==> config.mk <==
export PLATFORM = sky130hd
export DESIGN_NAME = tmr_dual_unit
export DESIGN_NICKNAME = d
export VERILOG_FILES = /design/src/rtl/tmr_pkg.sv /design/src/rtl/tmr_bus_decode.sv /design/src/rtl/tmr_prescaler.sv /design/src/rtl/tmr_downcounter.sv /design/src/rtl/tmr_channel.sv /design/src/rtl/tmr_dual_unit.sv
export SDC_FILE = /design/constraint.sdc
export NUM_CORES = 1
export LEC_CHECK = 0
export BUFFER_PORTS_ARGS = -buffer_cell sky130_fd_sc_hd__buf_2
export CAP_MARGIN = 5
export CORE_UTILIZATION = 40
export CTS_BUF_LIST = sky130_fd_sc_hd__clkbuf_8
export DETAILED_ROUTE_END_ITERATION = 16
export GPL_TIMING_DRIVEN = 0
export PLACE_DENSITY = 0.61
export SYNTH_ARGS = -nofsm -noshare
export SYNTH_HDL_FRONTEND = slang
export SYNTH_SLANG_ARGS = --single-unit
==> constraint.sdc <==
create_clock -name clk -period 7.6 [get_ports clk]
set_clock_uncertainty 0.05 [all_clocks]
set_input_delay 0.76 -clock clk [delete_from_list [all_inputs] [get_ports clk]]
set_output_delay 0.76 -clock clk [all_outputs]
set_load 0.01 [all_outputs]
==> src/rtl/tmr_pkg.sv <==
package tmr_pkg;

  localparam int BUS_ADDR_W = 8;
  localparam int BUS_DATA_W = 32;
  localparam int BUS_BE_W   = BUS_DATA_W / 8;
  localparam int NUM_CH     = 2;

  // channel indices
  localparam int CH_GPT = 0;
  localparam int CH_RTC = 1;

  // register offsets decoded by the unit
  localparam logic [BUS_ADDR_W-1:0] OFS_RTC_CNT = 8'h80;
  localparam logic [BUS_ADDR_W-1:0] OFS_GPT_CNT = 8'h88;
  localparam logic [BUS_ADDR_W-1:0] OFS_CTRL    = 8'h98;
  localparam logic [BUS_ADDR_W-1:0] SCL_STRIDE  = 8'h04;

  // bit meanings inside each 4-bit control field
  localparam int FLD_RELOAD = 0;
  localparam int FLD_LD_CNT = 1;
  localparam int FLD_ENABLE = 2;
  localparam int FLD_LD_SCL = 3;
  localparam int FLD_W      = 4;
  localparam int FLD_STRIDE = 8;   // field of channel c starts at bit c*8

  typedef struct packed {
    logic             ctl_wr;      // control word applies to this channel
    logic [FLD_W-1:0] field;
    logic             cnt_pre_wr;
    logic             scl_pre_wr;
  } tmr_cmd_t;

  function automatic logic [BUS_ADDR_W-1:0] cnt_offset(input int ch);
    return (ch == CH_GPT) ? OFS_GPT_CNT : OFS_RTC_CNT;
  endfunction

  function automatic logic [BUS_ADDR_W-1:0] scl_offset(input int ch);
    return cnt_offset(ch) + SCL_STRIDE;
  endfunction

endpackage

==> src/rtl/tmr_bus_decode.sv <==
module tmr_bus_decode
  import tmr_pkg::*;
(
  input  logic                              bus_sel,
  input  logic                              bus_we,
  input  logic [BUS_ADDR_W-1:0]             bus_addr,
  input  logic [BUS_BE_W-1:0]               bus_be,
  input  logic [NUM_CH-1:0][FLD_W-1:0]      ctl_fields,
  output tmr_cmd_t [NUM_CH-1:0]             cmd
);

  logic wr_cycle;
  logic ctl_hit;

  assign wr_cycle = bus_sel && bus_we;
  assign ctl_hit  = wr_cycle && (bus_addr == OFS_CTRL);

  for (genvar c = 0; c < NUM_CH; c++) begin : g_ch
    // byte lane c carries the field of channel c
    assign cmd[c].ctl_wr     = ctl_hit && bus_be[c];
    assign cmd[c].field      = ctl_fields[c];
    assign cmd[c].cnt_pre_wr = wr_cycle && (bus_addr == cnt_offset(c));
    assign cmd[c].scl_pre_wr = wr_cycle && (bus_addr == scl_offset(c));
  end

  if (BUS_BE_W > NUM_CH) begin : g_spare_lanes
    logic spare_unused;
    assign spare_unused = ^bus_be[BUS_BE_W-1:NUM_CH];
  end

endmodule

==> src/rtl/tmr_prescaler.sv <==
module tmr_prescaler #(
  parameter int SCL_W = 16
) (
  input  logic             clk,
  input  logic             rst_n,
  input  logic             load,
  input  logic             step,
  input  logic [SCL_W-1:0] preset,
  output logic [SCL_W-1:0] value,
  output logic             tick
);

  logic at_zero;

  assign at_zero = (value == '0);
  assign tick    = step && at_zero;

  always_ff @(posedge clk or negedge rst_n) begin
    if (!rst_n) begin
      value <= '0;
    end else if (load) begin
      value <= preset;
    end else if (step) begin
      value <= at_zero ? preset : value - 1'b1;
    end
  end

endmodule

==> src/rtl/tmr_downcounter.sv <==
module tmr_downcounter #(
  parameter int CNT_W = 32
) (
  input  logic             clk,
  input  logic             rst_n,
  input  logic             load,
  input  logic             tick,
  input  logic             reload_mode,
  input  logic [CNT_W-1:0] preset,
  output logic [CNT_W-1:0] value,
  output logic             expire
);

  assign expire = tick && (value == '0);

  always_ff @(posedge clk or negedge rst_n) begin
    if (!rst_n) begin
      value <= '0;
    end else if (load) begin
      value <= preset;
    end else if (expire) begin
      if (reload_mode) value <= preset;
    end else if (tick) begin
      value <= value - 1'b1;
    end
  end

endmodule

==> src/rtl/tmr_channel.sv <==
module tmr_channel
  import tmr_pkg::*;
#(
  parameter int CNT_W = 32,
  parameter int SCL_W = 16
) (
  input  logic             clk,
  input  logic             rst_n,
  input  tmr_cmd_t         cmd,
  input  logic [CNT_W-1:0] cnt_wdata,
  input  logic [SCL_W-1:0] scl_wdata,
  output logic [CNT_W-1:0] cnt_val,
  output logic [SCL_W-1:0] scl_val,
  output logic [CNT_W-1:0] cnt_pre,
  output logic             en_q,
  output logic             run_q,
  output logic             ld_cnt,
  output logic             ld_scl,
  output logic             irq
);

  logic [SCL_W-1:0] scl_pre;
  logic             reload_q;
  logic             step;
  logic             tick;
  logic             expire;

  assign ld_cnt = cmd.ctl_wr && cmd.field[FLD_LD_CNT];
  assign ld_scl = cmd.ctl_wr && cmd.field[FLD_LD_SCL];
  // a load command pre-empts this cycle's count step
  assign step   = en_q && run_q && !(ld_cnt || ld_scl);

  always_ff @(posedge clk or negedge rst_n) begin
    if (!rst_n) begin
      cnt_pre <= '0;
      scl_pre <= '0;
    end else begin
      if (cmd.cnt_pre_wr) cnt_pre <= cnt_wdata;
      if (cmd.scl_pre_wr) scl_pre <= scl_wdata;
    end
  end

  always_ff @(posedge clk or negedge rst_n) begin
    if (!rst_n) begin
      en_q     <= 1'b0;
      reload_q <= 1'b0;
    end else if (cmd.ctl_wr) begin
      en_q     <= cmd.field[FLD_ENABLE];
      reload_q <= cmd.field[FLD_RELOAD];
    end
  end

  always_ff @(posedge clk or negedge rst_n) begin
    if (!rst_n) begin
      run_q <= 1'b0;
    end else if (ld_cnt || ld_scl) begin
      run_q <= 1'b1;
    end else if (expire && !reload_q) begin
      run_q <= 1'b0;
    end
  end

  always_ff @(posedge clk or negedge rst_n) begin
    if (!rst_n) irq <= 1'b0;
    else        irq <= expire;
  end

  tmr_prescaler #(.SCL_W(SCL_W)) u_scl (
    .clk    (clk),
    .rst_n  (rst_n),
    .load   (ld_scl),
    .step   (step),
    .preset (scl_pre),
    .value  (scl_val),
    .tick   (tick)
  );

  tmr_downcounter #(.CNT_W(CNT_W)) u_cnt (
    .clk         (clk),
    .rst_n       (rst_n),
    .load        (ld_cnt),
    .tick        (tick),
    .reload_mode (reload_q),
    .preset      (cnt_pre),
    .value       (cnt_val),
    .expire      (expire)
  );

endmodule

==> src/rtl/tmr_dual_unit.sv <==
module tmr_dual_unit
  import tmr_pkg::*;
#(
  parameter int CNT_W = 32,
  parameter int SCL_W = 16
) (
  input  logic                  clk,
  input  logic                  rst_n,
  input  logic                  bus_sel,
  input  logic                  bus_we,
  input  logic [BUS_ADDR_W-1:0] bus_addr,
  input  logic [BUS_BE_W-1:0]   bus_be,
  input  logic [BUS_DATA_W-1:0] bus_wdata,
  output logic [BUS_DATA_W-1:0] bus_rdata,
  output logic                  irq_gpt,
  output logic                  irq_rtc
);

  tmr_cmd_t [NUM_CH-1:0]             cmd;
  logic [NUM_CH-1:0][FLD_W-1:0]      ctl_fields;
  logic [NUM_CH-1:0][CNT_W-1:0]      cur_cnt;
  logic [NUM_CH-1:0][SCL_W-1:0]      cur_scl;
  logic [NUM_CH-1:0][CNT_W-1:0]      cnt_pre;
  logic [NUM_CH-1:0]                 en_q;
  logic [NUM_CH-1:0]                 run_q;
  logic [NUM_CH-1:0]                 ld_cnt;
  logic [NUM_CH-1:0]                 ld_scl;
  logic [NUM_CH-1:0]                 irq_vec;

  for (genvar c = 0; c < NUM_CH; c++) begin : g_fld
    assign ctl_fields[c] = bus_wdata[c*FLD_STRIDE +: FLD_W];
  end

  tmr_bus_decode u_dec (
    .bus_sel    (bus_sel),
    .bus_we     (bus_we),
    .bus_addr   (bus_addr),
    .bus_be     (bus_be),
    .ctl_fields (ctl_fields),
    .cmd        (cmd)
  );

  for (genvar c = 0; c < NUM_CH; c++) begin : g_tmr
    tmr_channel #(.CNT_W(CNT_W), .SCL_W(SCL_W)) u_ch (
      .clk       (clk),
      .rst_n     (rst_n),
      .cmd       (cmd[c]),
      .cnt_wdata (bus_wdata[CNT_W-1:0]),
      .scl_wdata (bus_wdata[SCL_W-1:0]),
      .cnt_val   (cur_cnt[c]),
      .scl_val   (cur_scl[c]),
      .cnt_pre   (cnt_pre[c]),
      .en_q      (en_q[c]),
      .run_q     (run_q[c]),
      .ld_cnt    (ld_cnt[c]),
      .ld_scl    (ld_scl[c]),
      .irq       (irq_vec[c])
    );
  end

  // live values are read back at the preset offsets; control reads as zero
  always_comb begin
    bus_rdata = '0;
    if (bus_sel && !bus_we) begin
      for (int c = 0; c < NUM_CH; c++) begin
        if (bus_addr == cnt_offset(c)) bus_rdata = BUS_DATA_W'(cur_cnt[c]);
        if (bus_addr == scl_offset(c)) bus_rdata = BUS_DATA_W'(cur_scl[c]);
      end
    end
  end

  assign irq_gpt = irq_vec[CH_GPT];
  assign irq_rtc = irq_vec[CH_RTC];

endmodule

==> flow_metrics.tcl <==
set metrics [dict create \
    status "finished clean" \
    worst_pin_slew_ns 1.38 \
    drt_iter0_drc 1045 \
    rows 60 \
    pre_cts_slack_ns 3.09 \
    drive_above_1_share 0.199 \
    post-cts-setup-buffers 0 \
    min_path_type "input port to async pin" \
    synth_xor_area_frac 0 \
    p_int_uw 1480 \
    cp_data_arrival_time_ns 3.52 \
    yosysSeqAreaShare 0.454 \
    yosys.area.top_type "dfrtp_1" \
    die_area_um2 28200 \
    r2r_slack_ns 3.52 \
    synthTopCellsByArea "dfrtp_1, mux2_2, a21oi_1" \
    synthCells 1183 \
    drv_cap 0 \
    synth_top_area_frac 0.454 \
    cts_resized 0 \
    cts_num_sinks 200 \
    p_seq_frac 0.530 \
    syn_nets 1237 \
    start_util 0.408 \
    hold_violations 0 \
    die_h_um 168 \
    area_growth_pct 11.1 \
    met1_usage 0.365 \
    grtUsageTotal 0.265 \
    relSlewSlack 0.0746 \
    place.gp.congestion 0.944 \
    p_leak_uw 0.00569 \
    grt_start_max_net_pins 114 \
    synth_edf_count 0 \
    use_met2 0.425 \
    grt_pass1_wl_mm 56.4 \
    ys_ff_latch 200 \
    synth_warnings 0 \
    critPathKind "input port to primary output" \
    grtUsageMet3 0.0397 \
    synth_simple_gate_area_frac 0.186 \
    htreeDepth 4 \
    root_buffer "clkbuf_8" \
    critical_path_peak_fanout 10 \
    synth_commonest_cells "dfrtp_1, a21oi_1, o21ai_0" \
    p_per_area_nw_per_um2 174 \
    post-synth-top-count-cell "dfrtp_1" \
    cts_buffer_depth 2 \
    ant_nets 0 \
    num-nets-final 1335 \
    synth_compound_area_frac 0.188 \
    critPathRequiredTime_ns 6.79 \
    cts_tree "done" \
    ir_drop_mv 0.102 \
    setup_viol 0 \
    synthDistinctLibCells 60 \
    report.final.slew_viol_count 0 \
    swShare 0.303 \
    drcViolationCount 0 \
    synth_mux_area_frac 0.127 \
    dp_hpwl_mm 26.9 \
    portBuffers 77 \
    clk_pin_slew_ns 0.11 \
    rsz0062_at_grt "false" \
    worstSetupStartpointType "input port" \
    wirelength_mm 37.0 \
    clk_latency_ns 0.49 \
    overflow 0 \
    io_pins 82 \
    vias 10000 \
    fin_tns_setup_ns 0 \
    finalCritPeriodShare 0.570 \
    p_clk_frac 0.319 \
    cts_hold_buf 0 \
    fp.coreArea_um2 27000 \
    n_antenna_cell 0 \
    top_usage_layer "met2" \
    grt_pass1_vias 9355 \
    avgSynthCellArea_um2 9.32 \
    cts_made_buffers 17 \
    dr.pass1.iters 7 \
    vias_per_cell 6.13 \
    synth_flop_cell "dfrtp_1" \
    async_flop_share 1.00 \
    antenna_found_initial 1 \
    fin_ws_ns 3.27 \
    critPathCaptureType "primary output" \
    switching_power_uw 647 \
    synth_top_family_by_area "compound AO/OA/AOI/OAI gates" \
    die_w_um 168 \
    pwr-share-comb 0.151 \
    post_drt_wl_per_cell_um 22.6 \
    min_period_ns 4.33 \
    fmax_mhz 231 \
    synth_adder_area_share 0.00681 \
    syn_area_um2 11000 \
]
layer usage:
layer | share of wire | up-vias
met3 | 0.060 | 60
met1 | 0.44 | 5005
met2 | 0.47 | 362
met4 | 0.028 | 0
met5 | 0 | -
li1 | - | 4579
logic make-up after synthesis:
family                   count (synthesis)
adder cells (fa/ha/maj)                  6
AND/OR/NAND/NOR                        400
flip-flops                             200
multiplexers                           120
buffers and inverters                   95
AO/OA/AOI/OAI                          362
critical path, cell delays in order:
cell and delay [ns]:
buf_2 0.09, or4b_1 0.57, or2_2 0.30, clkbuf_1 0.18, nor2_2 0.29, nand3b_1 0.14, clkbuf_1 0.26, nand2_1 0.32
clkbuf_1 0.35, nor2_1 0.10, buf_2 0.15
power by group through the flow:
stage	clock network, uW	logic [uW]	registers (uW)
after CTS	689	321	1130
final	680	323	1130
after global routing	722	357	1130
after global placement	0	312	1150
after detailed placement	0	319	1150
after floorplan	0	212	1130
per-stage QoR:
stage	utilization	cell area [um2]	instances	hold WS, ns	total power (uW)
floorplan	-	11000	1183	0.389	1340
global placement	0.438	11800	1601	0.411	1460
detailed placement	0.439	11900	1602	0.413	1470
CTS	0.453	12200	1632	0.332	2140
global route	0.453	12200	1633	0.364	2210
finish	0.453	12200	1633	0.305	2130
worst paths after layout:
path / start / endpoint / cells after the start
min reg2reg: g_tmr[0].u_ch.en_q$_DFFE_PN0N_ / g_tmr[0].u_ch.en_q$_DFFE_PN0N_ / 2
max reg2reg: g_tmr[0].u_ch.u_scl.value[0]$_DFFE_PN0P_ / g_tmr[0].u_ch.u_cnt.value[26]$_DFFE_PN0P_ / 10
min: rst_n / g_tmr[0].u_ch.cnt_pre[24]$_DFFE_PN0P_ / 1
max: bus_addr[0] / bus_rdata[22] / 11
min in group clk: g_tmr[0].u_ch.en_q$_DFFE_PN0N_ / g_tmr[0].u_ch.en_q$_DFFE_PN0N_ / 2
max in group asynchronous: rst_n / g_tmr[1].u_ch.scl_pre[6]$_DFFE_PN0P_ / 2
state kept, by name (all words and copies together), names as in the netlist:
register / count
g_tmr.u_ch.en_q: 2
g_tmr.u_ch.u_scl.value: 32
g_tmr.u_ch.u_cnt.value: 64
g_tmr.u_ch.irq: 2
g_tmr.u_ch.scl_pre: 32
g_tmr.u_ch.reload_q: 2
g_tmr.u_ch.run_q: 2
g_tmr.u_ch.cnt_pre: 64
final cells by class:
class	instances	area, um2
Sequential cell	200	5000
Clock inverter	12	120
Multi-Input combinational cell	888	5600
Tap cell	341	427
Inverter	18	67.6
Buffer	77	350
Clock buffer	18	248
Timing Repair Buffer	79	428
Fill cell	2638	14800
placed cells by master, fill, tap and decap left out, types with 20 or more instances in the layout:
master | synthesis | final
nor4_1 | 20 | 20
dfrtp_1 | 200 | 200
mux2_2 | 98 | 98
nand2_1 | 84 | 84
a22oi_1 | 23 | 23
nor3_1 | 53 | 53
o21ai_0 | 121 | 121
clkbuf_1 | 47 | 47
buf_2 | 22 | 99
a21oi_1 | 137 | 137
nand3_1 | 39 | 39
or3_1 | 28 | 28
nor2_1 | 91 | 91
Note: power is estimated with default switching activity, not from simulation.
